<file path="config.mk">
export PLATFORM = sky130hd
export DESIGN_NAME = sat_mac_unit
export DESIGN_NICKNAME = d
export VERILOG_FILES = /design/src/rtl/smac_pkg.sv /design/src/rtl/smac_product.sv /design/src/rtl/smac_accum.sv /design/src/rtl/smac_extract.sv /design/src/rtl/sat_mac_unit.sv
export SDC_FILE = /design/constraint.sdc
export NUM_CORES = 1
export LEC_CHECK = 0
export ABC_AREA = 1
export CAP_MARGIN = 20
export CORE_ASPECT_RATIO = 0.9
export CORE_MARGIN = 5
export CORE_UTILIZATION = 40
export DETAILED_ROUTE_END_ITERATION = 12
export PLACE_DENSITY = 0.66
export SLEW_MARGIN = 20
export SYNTH_ARGS = -nofsm -noshare
export SYNTH_HDL_FRONTEND = slang
export SYNTH_SLANG_ARGS = --single-unit
</file>
<file path="constraint.sdc">
create_clock -name clk -period 4.52 [get_ports clk]
set_input_delay 1.356 -clock clk [delete_from_list [all_inputs] [get_ports clk]]
set_output_delay 1.356 -clock clk [all_outputs]
set_load 0.01 [all_outputs]
</file>
<file path="src/rtl/smac_pkg.sv">
package smac_pkg;
  typedef enum logic [2:0] {
    MODE_SFRAC       = 3'd0,
    MODE_UFRAC_RND   = 3'd1,
    MODE_UINT        = 3'd2,
    MODE_SINT        = 3'd3,
    MODE_UFRAC_TRUNC = 3'd4,
    MODE_MIXED       = 3'd5,
    MODE_ALT6        = 3'd6,
    MODE_ALT7        = 3'd7
  } mode_e;

  typedef enum logic [1:0] {
    OP_SET  = 2'd0,
    OP_ADD  = 2'd1,
    OP_SUB  = 2'd2,
    OP_ADD2 = 2'd3
  } op_e;

  typedef enum logic [1:0] {
    DST_NONE = 2'd0,
    DST_FULL = 2'd1,
    DST_HIGH = 2'd2,
    DST_LOW  = 2'd3
  } dst_e;

  function automatic logic mode_unsigned(mode_e m);
    return (m == MODE_UFRAC_RND) || (m == MODE_UINT) || (m == MODE_UFRAC_TRUNC);
  endfunction
endpackage

</file>
<file path="src/rtl/smac_product.sv">
module smac_product import smac_pkg::*; #(
  parameter int OPW = 16
) (
  input  logic [OPW-1:0]          a_i,
  input  logic [OPW-1:0]          b_i,
  input  mode_e                   mode_i,
  output logic signed [2*OPW+1:0] prod_o,
  output logic                    sat_o
);
  localparam int RW = 2 * OPW;
  localparam int PW = RW + 2;
  localparam logic [OPW-1:0] MOST_NEG = {1'b1, {(OPW-1){1'b0}}};
  localparam logic signed [PW-1:0] FRAC_MAX = {{(PW-RW+1){1'b0}}, {(RW-1){1'b1}}};

  logic                 a_sgn, b_sgn;
  logic signed [PW-1:0] a_x, b_x, raw;

  always_comb begin
    a_sgn  = (mode_i == MODE_SFRAC) || (mode_i == MODE_SINT) || (mode_i == MODE_MIXED);
    b_sgn  = (mode_i == MODE_SFRAC) || (mode_i == MODE_SINT);
    a_x    = PW'($signed({a_sgn & a_i[OPW-1], a_i}));
    b_x    = PW'($signed({b_sgn & b_i[OPW-1], b_i}));
    raw    = a_x * b_x;
    prod_o = raw;
    sat_o  = 1'b0;
    if (mode_i == MODE_SFRAC) begin
      if ((a_i == MOST_NEG) && (b_i == MOST_NEG)) begin
        prod_o = FRAC_MAX;
        sat_o  = 1'b1;
      end else begin
        prod_o = raw <<< 1;
      end
    end
  end
endmodule

</file>
<file path="src/rtl/smac_accum.sv">
module smac_accum import smac_pkg::*; #(
  parameter int OPW   = 16,
  parameter int GUARD = 8
) (
  input  logic [2*OPW+GUARD-1:0]  old_i,
  input  logic signed [2*OPW+1:0] prod_i,
  input  op_e                     op_i,
  input  logic                    uns_i,
  output logic [2*OPW+GUARD-1:0]  new_o,
  output logic                    sat_o
);
  localparam int RW   = 2 * OPW;
  localparam int ACCW = RW + GUARD;
  localparam int SW   = ACCW + 2;
  localparam logic signed [SW-1:0] S_HI = {{(SW-RW+1){1'b0}}, {(RW-1){1'b1}}};
  localparam logic signed [SW-1:0] S_LO = {{(SW-RW+1){1'b1}}, {(RW-1){1'b0}}};
  localparam logic signed [SW-1:0] U_HI = {{(SW-RW){1'b0}}, {RW{1'b1}}};

  logic signed [SW-1:0] base, addend, sum, hi, lo;

  always_comb begin
    base   = (op_i == OP_SET) ? '0 : SW'($signed(old_i));
    addend = SW'(prod_i);
    sum    = (op_i == OP_SUB) ? (base - addend) : (base + addend);
    hi     = uns_i ? U_HI : S_HI;
    lo     = uns_i ? '0 : S_LO;
    new_o  = sum[ACCW-1:0];
    sat_o  = 1'b0;
    if (sum > hi) begin
      new_o = hi[ACCW-1:0];
      sat_o = 1'b1;
    end else if (sum < lo) begin
      new_o = lo[ACCW-1:0];
      sat_o = 1'b1;
    end
  end
endmodule

</file>
<file path="src/rtl/smac_extract.sv">
module smac_extract import smac_pkg::*; #(
  parameter int OPW   = 16,
  parameter int GUARD = 8
) (
  input  logic [2*OPW+GUARD-1:0] acc_i,
  input  mode_e                  mode_i,
  input  dst_e                   dst_i,
  input  logic [2*OPW-1:0]       reg_in_i,
  output logic [2*OPW-1:0]       reg_o,
  output logic                   sat_o
);
  localparam int RW   = 2 * OPW;
  localparam int ACCW = RW + GUARD;
  localparam int XW   = ACCW + 1;
  localparam logic signed [XW-1:0] RND    = {{(XW-OPW){1'b0}}, 1'b1, {(OPW-1){1'b0}}};
  localparam logic signed [XW-1:0] UFULL  = {{(XW-RW){1'b0}}, {RW{1'b1}}};
  localparam logic signed [XW-1:0] HU_MAX = {{(XW-OPW){1'b0}}, {OPW{1'b1}}};
  localparam logic signed [XW-1:0] HS_MAX = {{(XW-OPW+1){1'b0}}, {(OPW-1){1'b1}}};
  localparam logic signed [XW-1:0] HS_MIN = {{(XW-OPW+1){1'b1}}, {(OPW-1){1'b0}}};

  logic signed [XW-1:0] val, rnd;
  logic [OPW-1:0]       half;
  logic                 hsat;

  always_comb begin
    val  = XW'($signed(acc_i));
    rnd  = val + RND;
    half = acc_i[RW-1:OPW];
    hsat = 1'b0;
    case (mode_i)
      MODE_UFRAC_RND: begin
        if (rnd > UFULL) begin half = '1; hsat = 1'b1; end
        else half = rnd[RW-1:OPW];
      end
      MODE_UINT: begin
        if (val > HU_MAX) begin half = '1; hsat = 1'b1; end
        else if (val[XW-1]) begin half = '0; hsat = 1'b1; end
        else half = val[OPW-1:0];
      end
      MODE_SINT, MODE_MIXED: begin
        if (val > HS_MAX) begin half = {1'b0, {(OPW-1){1'b1}}}; hsat = 1'b1; end
        else if (val < HS_MIN) begin half = {1'b1, {(OPW-1){1'b0}}}; hsat = 1'b1; end
        else half = val[OPW-1:0];
      end
      default: ;
    endcase

    reg_o = reg_in_i;
    sat_o = 1'b0;
    case (dst_i)
      DST_FULL: reg_o = acc_i[RW-1:0];
      DST_HIGH: begin reg_o = {half, reg_in_i[OPW-1:0]}; sat_o = hsat; end
      DST_LOW:  begin reg_o = {reg_in_i[RW-1:OPW], half}; sat_o = hsat; end
      default: ;
    endcase
  end
endmodule

</file>
<file path="src/rtl/sat_mac_unit.sv">
module sat_mac_unit import smac_pkg::*; #(
  parameter int OPW   = 16,
  parameter int GUARD = 8
) (
  input  logic                   clk,
  input  logic                   rst_n,
  input  logic                   valid_i,
  input  logic                   acc_sel_i,
  input  logic [1:0]             op_i,
  input  logic [2:0]             mode_i,
  input  logic [OPW-1:0]         opa_i,
  input  logic [OPW-1:0]         opb_i,
  input  logic [1:0]             dst_i,
  input  logic [2*OPW-1:0]       reg_in_i,
  output logic [2*OPW+GUARD-1:0] acc0_o,
  output logic [2*OPW+GUARD-1:0] acc1_o,
  output logic [2*OPW-1:0]       reg_out_o,
  output logic                   ovf0_o,
  output logic                   ovf0_sticky_o,
  output logic                   ovf1_o,
  output logic                   ovf1_sticky_o,
  output logic                   rovf_o,
  output logic                   rovf_copy_o,
  output logic                   rovf_sticky_o
);
  localparam int RW    = 2 * OPW;
  localparam int ACCW  = RW + GUARD;
  localparam int PW    = RW + 2;
  localparam int NACC  = 2;
  localparam logic [OPW-1:0] MOST_NEG = {1'b1, {(OPW-1){1'b0}}};

  // reset: asserted asynchronously, released on the clock
  logic [1:0] rsync_q;
  logic       rst_q_n;
  always_ff @(posedge clk or negedge rst_n) begin
    if (!rst_n) rsync_q <= 2'b00;
    else        rsync_q <= {rsync_q[0], 1'b1};
  end
  assign rst_q_n = rsync_q[1];

  mode_e mode_c;
  op_e   op_c;
  dst_e  dst_c;
  logic  uns;
  always_comb begin
    mode_c = mode_e'(mode_i);
    if ((mode_c == MODE_ALT6) || (mode_c == MODE_ALT7)) mode_c = MODE_SINT;
    op_c  = op_e'(op_i);
    dst_c = dst_e'(dst_i);
    uns   = mode_unsigned(mode_c);
  end

  logic [ACCW-1:0] acc_q [NACC];
  logic [ACCW-1:0] acc_d [NACC];
  logic            ov_q  [NACC];
  logic            ov_d  [NACC];
  logic            ovs_q [NACC];
  logic            ovs_d [NACC];
  logic [RW-1:0]   reg_q, reg_d;
  logic            rv_q, rv_d, rvc_q, rvc_d, rvs_q, rvs_d;

  logic signed [PW-1:0] prod;
  logic                 psat, asat, esat;
  logic [ACCW-1:0]      acc_new;
  logic [RW-1:0]        ext_val;

  smac_product #(.OPW(OPW)) u_prod (
    .a_i(opa_i), .b_i(opb_i), .mode_i(mode_c), .prod_o(prod), .sat_o(psat)
  );

  smac_accum #(.OPW(OPW), .GUARD(GUARD)) u_acc (
    .old_i(acc_q[acc_sel_i]), .prod_i(prod), .op_i(op_c), .uns_i(uns),
    .new_o(acc_new), .sat_o(asat)
  );

  smac_extract #(.OPW(OPW), .GUARD(GUARD)) u_ext (
    .acc_i(acc_new), .mode_i(mode_c), .dst_i(dst_c), .reg_in_i(reg_in_i),
    .reg_o(ext_val), .sat_o(esat)
  );

  always_comb begin
    acc_d = acc_q;
    ov_d  = ov_q;
    ovs_d = ovs_q;
    reg_d = reg_q;
    rv_d  = rv_q;
    rvc_d = rvc_q;
    rvs_d = rvs_q;
    acc_d[acc_sel_i] = acc_new;
    ov_d[acc_sel_i]  = psat | asat;
    ovs_d[acc_sel_i] = ovs_q[acc_sel_i] | psat | asat;
    if (dst_c != DST_NONE) begin
      reg_d = ext_val;
      rv_d  = asat | esat;
      rvc_d = asat | esat;
      rvs_d = rvs_q | asat | esat;
    end
  end

  for (genvar g = 0; g < NACC; g++) begin : g_acc
    logic [ACCW-1:0] a_r;
    logic            o_r, s_r;
    always_ff @(posedge clk or negedge rst_q_n) begin
      if (!rst_q_n) begin
        a_r <= '0;
        o_r <= 1'b0;
        s_r <= 1'b0;
      end else if (valid_i) begin
        a_r <= acc_d[g];
        o_r <= ov_d[g];
        s_r <= ovs_d[g];
      end
    end
    assign acc_q[g] = a_r;
    assign ov_q[g]  = o_r;
    assign ovs_q[g] = s_r;
  end

  always_ff @(posedge clk or negedge rst_q_n) begin
    if (!rst_q_n) begin
      reg_q <= '0;
      rv_q  <= 1'b0;
      rvc_q <= 1'b0;
      rvs_q <= 1'b0;
    end else if (valid_i) begin
      reg_q <= reg_d;
      rv_q  <= rv_d;
      rvc_q <= rvc_d;
      rvs_q <= rvs_d;
    end
  end

  assign acc0_o        = acc_q[0];
  assign acc1_o        = acc_q[1];
  assign reg_out_o     = reg_q;
  assign ovf0_o        = ov_q[0];
  assign ovf0_sticky_o = ovs_q[0];
  assign ovf1_o        = ov_q[1];
  assign ovf1_sticky_o = ovs_q[1];
  assign rovf_o        = rv_q;
  assign rovf_copy_o   = rvc_q;
  assign rovf_sticky_o = rvs_q;


  most_neg_square_chk: assert property (@(posedge clk) disable iff (!rst_q_n)
    (valid_i && !acc_sel_i && (mode_i == 3'd0) && (opa_i == MOST_NEG) && (opb_i == MOST_NEG))
      |=> (ov_q[0] && ovs_q[0]));


  signed_clamp_chk: assert property (@(posedge clk) disable iff (!rst_q_n)
    (valid_i && !acc_sel_i && !uns)
      |=> ((acc_q[0][ACCW-1:RW-1] == '0) || (acc_q[0][ACCW-1:RW-1] == '1)));


  unsigned_clamp_chk: assert property (@(posedge clk) disable iff (!rst_q_n)
    (valid_i && acc_sel_i && uns) |=> (acc_q[1][ACCW-1:RW] == '0));


  sticky_hold_chk: assert property (@(posedge clk) disable iff (!rst_q_n)
    (ovs_q[0] && ovs_q[1]) |=> (ovs_q[0] && ovs_q[1]));


  other_acc_flags_chk: assert property (@(posedge clk) disable iff (!rst_q_n)
    (valid_i && acc_sel_i) |=> ($stable(ov_q[0]) && $stable(ovs_q[0]) && $stable(acc_q[0])));


  no_write_flags_chk: assert property (@(posedge clk) disable iff (!rst_q_n)
    (valid_i && (dst_i == 2'd0)) |=> ($stable(rv_q) && $stable(rvc_q) && $stable(reg_q)));


  idle_hold_chk: assert property (@(posedge clk) disable iff (!rst_q_n)
    !valid_i |=> ($stable(acc_q[0]) && $stable(acc_q[1]) && $stable(reg_q) && $stable(rvs_q)));
endmodule

</file>
After elaboration in Yosys (flattened, before gate mapping):

Cells that the tools add are included.

* div/mod/pow operators: 0
* add/sub/neg operators: 3
* magnitude comparators: 8
* reduce and logical (&&, ||, !) cells: 13
* shift-type cells: 0
* $mul: 1
* equality and inequality tests: 13
* bitwise gates (word level): 9
* multiplexer cells: 40

Operators by type and width (count)
* $mux W40: 6
* $mux W42: 3
* $pmux W32 S3: 1
* $bwmux W80: 1
* $mux W16: 5
* $mux W34: 2
* $pmux W16 S3: 1
* $add A42 B34 Y42: 1
* $gt A42 B42 Y1: 1
* $lt A42 B42 Y1: 1
* $sub A42 B34 Y42: 1
* $add A40 B17 Y41 const B: 1
* $gt A41 B33 Y1 const B: 1
* $demux W40 S1: 1
* $gt A40 B16 Y1 const B: 1
* $gt A40 B17 Y1 const B: 1
* $lt A40 B16 Y1 const B: 1
* $mul A17 B17 Y34: 1
* $eq A16 B16 Y1 const B: 2
* $mux W32: 1
* $mux W1: 14
* $eq A3 B3 Y1 const B: 4
* $eq A2 B2 Y1 const B: 3
* $eq A3 B2 Y1 const B: 2
* 18 further kinds: 31

* flip-flop bits (word level): 120
* input port bits: 75
* bits in read-only memories: 0
* logic and storage cells: 97
* latch bits: 0
* output and inout port bits: 119
* RAM bits: 0
* memories: 0

Depth between registers and ports, before layout:

Gate-level depths: netlist (run 1).

* word-level depth: 21
* depth in mapped cells: 84
* depth with buffers taken out: 82

Cells and area by module:

From an unflattened synthesis (run 1), not the netlist that was laid out.

* cells, all modules: 3990
* area, all modules: 25801.0 µm²

By module, submodules not included
* smac_product: cells an instance 1841, times used 1, area each 12883.6 µm²
* sat_mac_unit: cells an instance 611, times used 1, area each 5247.5 µm²
* smac_accum: cells an instance 1000, times used 1, area each 5114.9 µm²
* smac_extract: cells an instance 538, times used 1, area each 2555.0 µm²

Worst setup path after synthesis (run 1):

Ideal clock, no wire load.

* kind: in2reg
* start: in mode_i[1]
* end: reg reg_q[10], in the netlist reg_out_o[10]
* data required time: 4391 ps
* stages on the path: 70
* arrival: 12587 ps
* slack: -8196 ps
* buffers on the path: 4
* library setup time: 129 ps
* cell sequence: nor2_2 -> inv_2 -> nor2_8 -> buf_1 -> nor2_2 -> clkbuf_1 -> nor2_1 -> fa_1 -> fa_1 -> fa_1 -> fa_1 -> fa_1 -> inv_1 -> fa_1 -> inv_1 -> ha_1 -> nand2_1 -> inv_1 -> [34 not listed] -> buf_4 -> nand2_1 -> nand2_1 -> ha_1 -> nand2_1 -> nor2_4 -> nand2_2 -> xor2_1 -> clkinv_1 -> nand2_1 -> nor2_1 -> nand2_1 -> nand2_1 -> nand2_2 -> buf_6 -> nand2_1 -> nand3_1 -> a21oi_1

* longest elaborated chain between the ends: 20
* elaborated cells on any way between the ends: 41
* those cells by class: 3 x add/sub; 1 x mul; 6 x order compare; 7 x eq/ne; 15 x mux; 2 x bitwise; 7 x reduce/logical

Ends and longest elaborated chain
* start: declaration: line sat_mac_unit.sv:10 `input logic [2:0] mode_i,`
* $eq A3 B3 Y1: line sat_mac_unit.sv:47 `if ((mode_c == MODE_ALT6) || (mode_c == MODE_ALT7)) mode_c = MODE_SINT;`
* $logic_or A1 B1 Y1: line sat_mac_unit.sv:47
* $mux W3 (*): line sat_mac_unit.sv:47
* $eq A3 B2 Y1 / $logic_not A3 Y1 (equally long branches): line smac_product.sv:19, smac_product.sv:20, smac_product.sv:26
* $logic_or A1 B1 Y1: line smac_product.sv:19, smac_product.sv:20
* $logic_or A1 B1 Y1: line smac_product.sv:19 `a_sgn = (mode_i == MODE_SFRAC) || (mode_i == MODE_SINT) || (mode_i == MODE_MIXED);`
* $and A1 B1 Y1: line smac_product.sv:21 `a_x = PW'($signed({a_sgn & a_i[OPW-1], a_i}));`
* $mul A17 B17 Y34: line smac_product.sv:23 `raw = a_x * b_x;`
* [5 not listed]
* $mux W40: line smac_accum.sv:32 `end else if (sum < lo) begin`
* $mux W40 (*): line smac_accum.sv:29 `if (sum > hi) begin`
* net acc_new[15]: line sat_mac_unit.sv:64 `logic [ACCW-1:0] acc_new;`
* $add A40 B17 Y41 / $lt A40 B16 Y1 (equally long branches): line smac_extract.sv:27, smac_extract.sv:42
* $gt A41 B33 Y1 / $mux W16 (equally long branches): line smac_extract.sv:32, smac_extract.sv:42
* $mux W16 (on tied branches): line smac_extract.sv:32, smac_extract.sv:41
* $pmux W16 S3 (*): line smac_extract.sv:30 `case (mode_i)`
* $pmux W32 S3 (*): line smac_extract.sv:50 `case (dst_i)`
* end signal: assignment: line sat_mac_unit.sv:126 `reg_q <= reg_d;`
* end: declaration: line sat_mac_unit.sv:59 `logic [RW-1:0] reg_q, reg_d;`

The timed path passes the listed nets; every way through them passes the cells marked *.
A chain may end at the register's enable or synchronous reset.

Worst setup path in the final report (run 1):

* start: in mode_i[0]
* end: reg reg_q[3], in the netlist reg_out_o[3]

* longest elaborated chain between the ends: 20
* elaborated cells on any way between the ends: 41
* those cells by class: 3 x add/sub; 1 x mul; 6 x order compare; 7 x eq/ne; 15 x mux; 2 x bitwise; 7 x reduce/logical

Ends and longest elaborated chain (line)
* $eq A3 B3 Y1: sat_mac_unit.sv:47
* $logic_or A1 B1 Y1: sat_mac_unit.sv:47
* $mux W3 (*): sat_mac_unit.sv:47
* $eq A3 B2 Y1 / $logic_not A3 Y1 (equally long branches)
* $logic_or A1 B1 Y1: smac_product.sv:19, smac_product.sv:20
* $logic_or A1 B1 Y1: smac_product.sv:19
* $and A1 B1 Y1: smac_product.sv:21
* $mul A17 B17 Y34: smac_product.sv:23
* [4 not listed]
* $lt A42 B42 Y1: smac_accum.sv:32
* $mux W40: smac_accum.sv:32
* $mux W40: smac_accum.sv:29
* $add A40 B17 Y41 / $lt A40 B16 Y1 (equally long branches): smac_extract.sv:27, smac_extract.sv:42
* $gt A41 B33 Y1 / $mux W16 (equally long branches): smac_extract.sv:32, smac_extract.sv:42
* $mux W16 (on tied branches): smac_extract.sv:32, smac_extract.sv:41
* $pmux W16 S3: smac_extract.sv:30
* $pmux W32 S3 (*): smac_extract.sv:50

Every way passes the cells marked *; elsewhere a longest branch is shown, timed or not.

==> key figures, run 1 <==
Hold path
  – Class of the tightest hold or removal check: flip-flop to asynchronous set/reset pin

Setup path
  – Setup crit start kind: input pin
  – Slowest cell on the critical path: sky130_fd_sc_hd__fa_1
  – Most common cell type on the critical path: sky130_fd_sc_hd__nand2_2
  – Category of the most critical setup path: input pin to flip-flop
  – Data arrival time of the critical path: 12.30 ns
  – Required time reported for the critical path endpoint: 4.87 ns
  – Worst setup EP type: flip-flop
  – Worst R2R End: reg_out_o[3]$_DFFE_PN0P_
  – Number of cells on the worst reg-to-reg path: 44
  – Setup slack of the most critical reg-to-reg path: -1.43 ns
  – Delay of the slowest critical-path stage: 0.58 ns
  – Largest fanout on the critical path: 6
  – R2R Path Start: acc0_o[5]$_DFFE_PN0P_

Routing
  – Total routed wirelength: 95.8 mm
  – Post-detailed-route DRC marker count: 0
  – Via total after detailed routing: 27800
  – Routed wire per std cell: 17.0 um
  – Number of DRC violations after detailed-routing iteration 0: 2441
  – Number of routed nets with antenna violations: 0
  – DR vias/cell: 4.94
  – Number of detailed-route iterations in the first pass: 6

Placed design
  – Post-DP Area: 0.0343 mm2
  – Number of input and output port buffers inserted: 193
  – Detailed Place HPWL: 77.8 mm
  – Final GP Congestion: 1.03

Clock tree
  – Buffer levels on the longest clock path: 2
  – Clk sink count: 120
  – Cts bufs inserted: 17
  – CTS Root Cell: sky130_fd_sc_hd__clkbuf_16
  – Register clock-pin slew on the reported worst setup and hold paths: 0.06 ns
  – CTS H-tree lvls: 4
  – CTS Hold Bufs: 0
  – CTS tree: yes
  – Clock insertion delay at the later pin of the skew report: 0.43 ns

Cells and area
  – Layout cells sized above 1: 35.4%
  – Antenna diodes: 0
  – Final standard cell utilization of the core: 63.2%
  – Layout overhead on the synthesized area: 56.8%
  – Final net count: 5325
  – Final instance area: 0.0387 mm2
  – Fillers: 5247

STA
  – Tcrit/Tclk final: 264%
  – Worst setup margin: -7.43 ns
  – RSZ-0062 raised after global routing: true
  – Minimum clock period after layout: 11.95 ns
  – Endpoints failing hold: 0
  – Remaining max-slew budget at the tightest pin: 36.1%
  – Final Max Slew Viols: 0
  – Highest Clock Rate: 0.0837 GHz
  – Clock skew after layout: 0.0149 ns
  – Post-Route Hold Slack: 0.300 ns
  – Final setup vio count: 118
  – Fin Setup TNS: -770.08 ns
  – Worst-margin pin slew: 0.953 ns

Die
  – I/O pins: 194
  – Die height: 246 um
  – Row count: 86
  – Area of the core region: 0.0612 mm2
  – Effective utilization at floorplan: 40.3%
  – Die outline width: 272 um
  – Total Die Area: 0.0668 mm2

Synthesis
  – Post-Syn Nets: 4272
  – Cells after synthesis: 3762
  – Synth Warn #: 0
  – Post-synth EDFFs: 0
  – Most used flip-flop cell after synthesis: sky130_fd_sc_hd__dfrtp_1
  – Count of distinct cell types in the synthesized netlist: 54
  – Sequential-to-total area share from yosys stat: 12.2%
  – Mapped Area: 0.0247 mm2
  – Synthesized area divided by synthesized cell count: 6.56 um2
  – Proportion of register bits with asynchronous set or reset after synthesis: 100%
  – Flip-flop and latch count after synthesis: 120

Run status
  – Status: finished, violations left
  – Violated checks: setup timing

Global routing
  – Pin count of the biggest net entering global routing: 55
  – Global-route total usage across every layer: 28.0%
  – Global-route wire length before repair: 148 mm
  – Antenna violations before repair: 1
  – Number of global-route vias before repair: 27300
  – Overflow left after global routing: 0

Job
  – Maximum capacitance violations: 0
==> metal layers <==
layer / vias to the layer above / part of all wire, % / global-route usage (%)
li1: 13400 / - / -
met1: 13300 / 45 / 41.1
met2: 927 / 43 / 41.8
met3: 136 / 8.9 / 7.16
met4: 4 / 2.2 / 5.69
met5: - / 0.17 / 1.61
==> kinds of logic (layout without fill, tap and decap cells) <==
logic type,Yosys count,count (layout),synth area share (%)
AO/OA/AOI/OAI,354,354,8.37
XOR/XNOR,80,80,2.84
adder cells (fa/ha/maj),435,435,31.1
buffers and inverters,1012,2077,15.9
flip-flops,120,120,12.2
multiplexers,11,11,0.502
other,1,1,0.0152
AND/OR/NAND/NOR,1749,1750,29.1
==> stage by stage <==
| stage | cells | worst slack, ns |
|---|---|---|
| 2_1_floorplan | 3762 | -6.76 |
| 3_3_place_gp | 5460 | -8.93 |
| 3_5_place_dp | 5460 | -9.08 |
| 4_1_cts | 5557 | -7.14 |
| 5_1_grt | 5620 | -7.90 |
| 6_report | 5620 | -7.43 |
==> layout by cell type (no fill, tap or decap), types with 29 or more instances in the layout <==
cell / n
sky130_fd_sc_hd__nand2_2: 173
sky130_fd_sc_hd__a21oi_1: 67
sky130_fd_sc_hd__nor2_2: 48
sky130_fd_sc_hd__ha_4: 35
sky130_fd_sc_hd__nand3_2: 55
sky130_fd_sc_hd__inv_2: 65
sky130_fd_sc_hd__xor2_1: 36
sky130_fd_sc_hd__o21ai_1: 29
sky130_fd_sc_hd__buf_6: 74
sky130_fd_sc_hd__o21ai_0: 67
sky130_fd_sc_hd__nand3_1: 115
sky130_fd_sc_hd__nand4_1: 39
sky130_fd_sc_hd__buf_4: 875
sky130_fd_sc_hd__a221oi_1: 31
sky130_fd_sc_hd__nand2_1: 948
sky130_fd_sc_hd__dfrtp_1: 119
sky130_fd_sc_hd__clkdlybuf4s50_1: 173
sky130_fd_sc_hd__fa_1: 289
sky130_fd_sc_hd__nand2_4: 57
sky130_fd_sc_hd__a21oi_2: 58
sky130_fd_sc_hd__nor2_1: 185
sky130_fd_sc_hd__nor2_4: 59
sky130_fd_sc_hd__ha_1: 101
sky130_fd_sc_hd__inv_1: 789
==> what timing repair did <==
item                                    in CTS  in global routing
buffers inserted                            62                 68
hold endpoints to repair                     0                  0
gates cloned                                 4                  1
endpoints found under the setup margin     118                118
pin swaps                                  153                233
resized for setup                          379                391
==> critical path, delay by kind of cell <==
family	cells	cell delay, ns
simple gates	36	4.21
xor+xnor	2	0.34
fa+ha+maj	9	3.87
buf+inv	13	1.23
compound gates	8	1.23
==> synth_stat cells (14+ instances only) <==
library cell / number / area (um2)
sky130_fd_sc_hd__a211oi_1: 22 / 165
sky130_fd_sc_hd__nand2_1: 1162 / 4360
sky130_fd_sc_hd__xnor2_1: 33 / 289
sky130_fd_sc_hd__nand4_1: 39 / 244
sky130_fd_sc_hd__ha_1: 138 / 1730
sky130_fd_sc_hd__nand3b_1: 14 / 105
sky130_fd_sc_hd__buf_2: 39 / 195
sky130_fd_sc_hd__inv_1: 856 / 3210
sky130_fd_sc_hd__nand2_2: 18 / 113
sky130_fd_sc_hd__a221oi_1: 31 / 272
sky130_fd_sc_hd__clkbuf_1: 75 / 282
sky130_fd_sc_hd__o21ai_0: 113 / 566
sky130_fd_sc_hd__a21oi_1: 134 / 671
sky130_fd_sc_hd__xor2_1: 47 / 412
sky130_fd_sc_hd__nor3_1: 21 / 105
sky130_fd_sc_hd__nor2_1: 279 / 1050
sky130_fd_sc_hd__fa_1: 297 / 5950
sky130_fd_sc_hd__dfrtp_1: 120 / 3000
sky130_fd_sc_hd__nand3_1: 176 / 881
==> state kept, by name (all words and copies together) (netlist names) <==
| name | cells |
|---|---|
| acc0_o | 40 |
| acc1_o | 40 |
| ovf0_o | 1 |
| ovf0_sticky_o | 1 |
| ovf1_o | 1 |
| ovf1_sticky_o | 1 |
| reg_out_o | 32 |
| rovf_copy_o | 1 |
| rovf_sticky_o | 1 |
| rsync_q | 2 |
==> how the worst max path moves through the flow <==
stage          cells after the start  startpoint                   endpoint  slack, ns
6_report                          68   mode_i[0]   reg_out_o[3]$_DFFE_PN0P_      -7.43
5_1_grt                           71   mode_i[0]   reg_out_o[3]$_DFFE_PN0P_      -7.90
4_1_cts                           74   mode_i[1]  reg_out_o[30]$_DFFE_PN0P_      -7.14
3_5_place_dp                      73   mode_i[0]  reg_out_o[30]$_DFFE_PN0P_      -9.08
3_3_place_gp                      70   mode_i[0]   reg_out_o[8]$_DFFE_PN0P_      -8.93
2_1_floorplan                     68   mode_i[0]  reg_out_o[24]$_DFFE_PN0P_      -6.76
==> area by class of cell <==
class / instances / area (um2) / share of cell area, %
Clock buffer: 21 / 470 / 1.22
Clock inverter: 11 / 121 / 0.314
Inverter: 872 / 3320 / 8.57
Multi-Input combinational cell: 2631 / 20900 / 53.9
Sequential cell: 120 / 3010 / 7.77
Tap cell: 792 / 991 / 2.56
Timing Repair Buffer: 1173 / 9940 / 25.7
Power of run 1 is left out: the tool's default activity adds up to more than one toggle a clock period on the data nets, which glitch-free logic cannot reach.
==> inputs of run 2 (changes only) <==
--- a/config.mk
+++ b/config.mk
@@ -7,7 +7,7 @@
 export LEC_CHECK = 0
 export ABC_AREA = 1
 export CAP_MARGIN = 20
-export CORE_ASPECT_RATIO = 0.9
+export CORE_ASPECT_RATIO = 0.6
 export CORE_MARGIN = 5
 export CORE_UTILIZATION = 40
 export DETAILED_ROUTE_END_ITERATION = 12
==> key figures, run 2 (synthesis gave the netlist of run 1 again) <==
Placed design
  – Inst Count DP: 5530
  – Number of input and output port buffers inserted: 193
  – Final GP Congestion: 1.04
  – Post-DP Area: 0.0347 mm2
  – Detailed Place HPWL: 86.3 mm

Hold path
  – Class of the tightest hold or removal check: flip-flop to flip-flop
  – Hold Path End: rsync_q[1]$_DFF_PN0_
  – Number of cells on the worst hold path: 0
  – Worst hold path startpoint: rsync_q[0]$_DFF_PN0_

Die
  – Total Die Area: 0.0670 mm2
  – Row count: 70
  – I/O pins: 194
  – Die height: 202 um
  – Area of the core region: 0.0610 mm2
  – Effective utilization at floorplan: 40.4%
  – Die outline width: 331 um

STA
  – Minimum clock period after layout: 12.29 ns
  – RSZ-0062 raised after global routing: true
  – Remaining max-slew budget at the tightest pin: 29.0%
  – Worst-margin pin slew: 1.06 ns
  – Post-Route Hold Slack: 0.349 ns
  – Fin Setup TNS: -792.05 ns
  – Final setup vio count: 118
  – Worst setup margin: -7.77 ns
  – Clock skew after layout: 0.0174 ns
  – Tcrit/Tclk final: 272%
  – Final Max Slew Viols: 0
  – Highest Clock Rate: 0.0814 GHz
  – Endpoints failing hold: 0

Cells and area
  – Layout overhead on the synthesized area: 60.5%
  – Leading cell type in the layout, fill and taps excluded: sky130_fd_sc_hd__nand2_1
  – Commonest non-fill, non-tap cells in the layout: 948 x sky130_fd_sc_hd__nand2_1, 875 x sky130_fd_sc_hd__buf_4, 787 x sky130_fd_sc_hd__inv_1, 281 x sky130_fd_sc_hd__fa_1, 183 x sky130_fd_sc_hd__nor2_1
  – Final net count: 5370
  – Antenna diodes: 0
  – Count of placed standard cells in the final layout, fillers left out: 5701
  – Layout cells sized above 1: 36.3%
  – Final instance area: 0.0396 mm2

Routing
  – Total routed wirelength: 107 mm
  – DR vias/cell: 5.04
  – Routed wire per std cell: 18.7 um
  – Number of routed nets with antenna violations: 0
  – Number of DRC violations after detailed-routing iteration 0: 3126
  – Post-detailed-route DRC marker count: 0
  – Number of detailed-route iterations in the first pass: 6
  – Via total after detailed routing: 28700

Clock tree
  – Cts bufs inserted: 17
  – CTS Root Cell: sky130_fd_sc_hd__clkbuf_16
  – CTS H-tree lvls: 4
  – Register clock-pin slew on the reported worst setup and hold paths: 0.06 ns
  – Clk sink count: 120
  – CTS Hold Bufs: 0
  – Clock insertion delay at the later pin of the skew report: 0.45 ns
  – CTS tree: yes
  – Buffer levels on the longest clock path: 2

Global routing
  – Global-route total usage across every layer: 31.1%
  – Number of global-route vias before repair: 27700
  – Pin count of the biggest net entering global routing: 48
  – Antenna violations before repair: 1
  – Global-route wire length before repair: 161 mm
  – Overflow left after global routing: 0

Setup path
  – Category of the most critical setup path: input pin to flip-flop
  – Setup slack of the most critical reg-to-reg path: -1.67 ns
  – Setup crit start kind: input pin
  – Worst R2R End: reg_out_o[7]$_DFFE_PN0P_
  – Slowest cell on the critical path: sky130_fd_sc_hd__fa_1
  – Number of cells on the worst reg-to-reg path: 45
  – R2R Path Start: acc0_o[11]$_DFFE_PN0P_
  – Largest fanout on the critical path: 6
  – Delay of the slowest critical-path stage: 0.53 ns
  – Worst setup EP type: flip-flop
  – Required time reported for the critical path endpoint: 4.84 ns
  – Data arrival time of the critical path: 12.61 ns

Run status
  – Status: finished, violations left
  – Violated checks: setup timing

Job
  – Maximum capacitance violations: 0
-- run 2: critical path: cells and delay by family --
kind | cells | cell delay, ns
simple gates | 37 | 3.94
compound gates | 7 | 1.26
buf+inv | 17 | 1.70
xor+xnor | 2 | 0.34
fa+ha+maj | 9 | 3.94
-- run 2: worst max-delay path by stage --
stage | from | endpoint | slack, ns
after global placement | mode_i[0] | reg_out_o[7]$_DFFE_PN0P_ | -9.70
after CTS | mode_i[2] | reg_out_o[29]$_DFFE_PN0P_ | -7.43
after floorplan | mode_i[0] | reg_out_o[24]$_DFFE_PN0P_ | -6.76
final | mode_i[1] | reg_out_o[7]$_DFFE_PN0P_ | -7.77
after detailed placement | mode_i[0] | reg_out_o[7]$_DFFE_PN0P_ | -9.75
after global routing | opb_i[10] | reg_out_o[7]$_DFFE_PN0P_ | -8.18
-- run 2: final cells by class --
type                       count  area (um2)
clock buffer                  19         443
clock inverter                13         191
fill                        5241       21400
inverter                     872        3350
multi-input combinational   2630       21000
sequential                   120        3010
tap                          828        1040
timing repair buffer        1217       10600
timing repair inverter         2        15.0
-- run 2: what timing repair did --
item,4_1_cts,5_1_grt
pin swaps,225,264
gates resized for setup,566,316
setup buffers,76,60
gates cloned,5,0
endpoints found under the setup margin,118,118
-- run 2: metal layers --
layer  vias to the layer above  share of wire [%]  global-route usage (%)
li1                      13500                  -                       -
met3                        83                 14                    10.6
met4                         2               0.72                    2.17
met1                     13800                 47                    50.7
met2                      1325                 38                    40.5
met5                         -              0.010                       0
-- run 2: stage by stage --
step                      worst slack (ns)  utilization (%)
after floorplan                      -6.76                -
after global placement               -9.70             56.8
after detailed placement             -9.75             56.8
after CTS                            -7.43             62.4
after global routing                 -8.18             64.9
final                                -7.77             64.9
Power of run 2 is left out for the same reason.
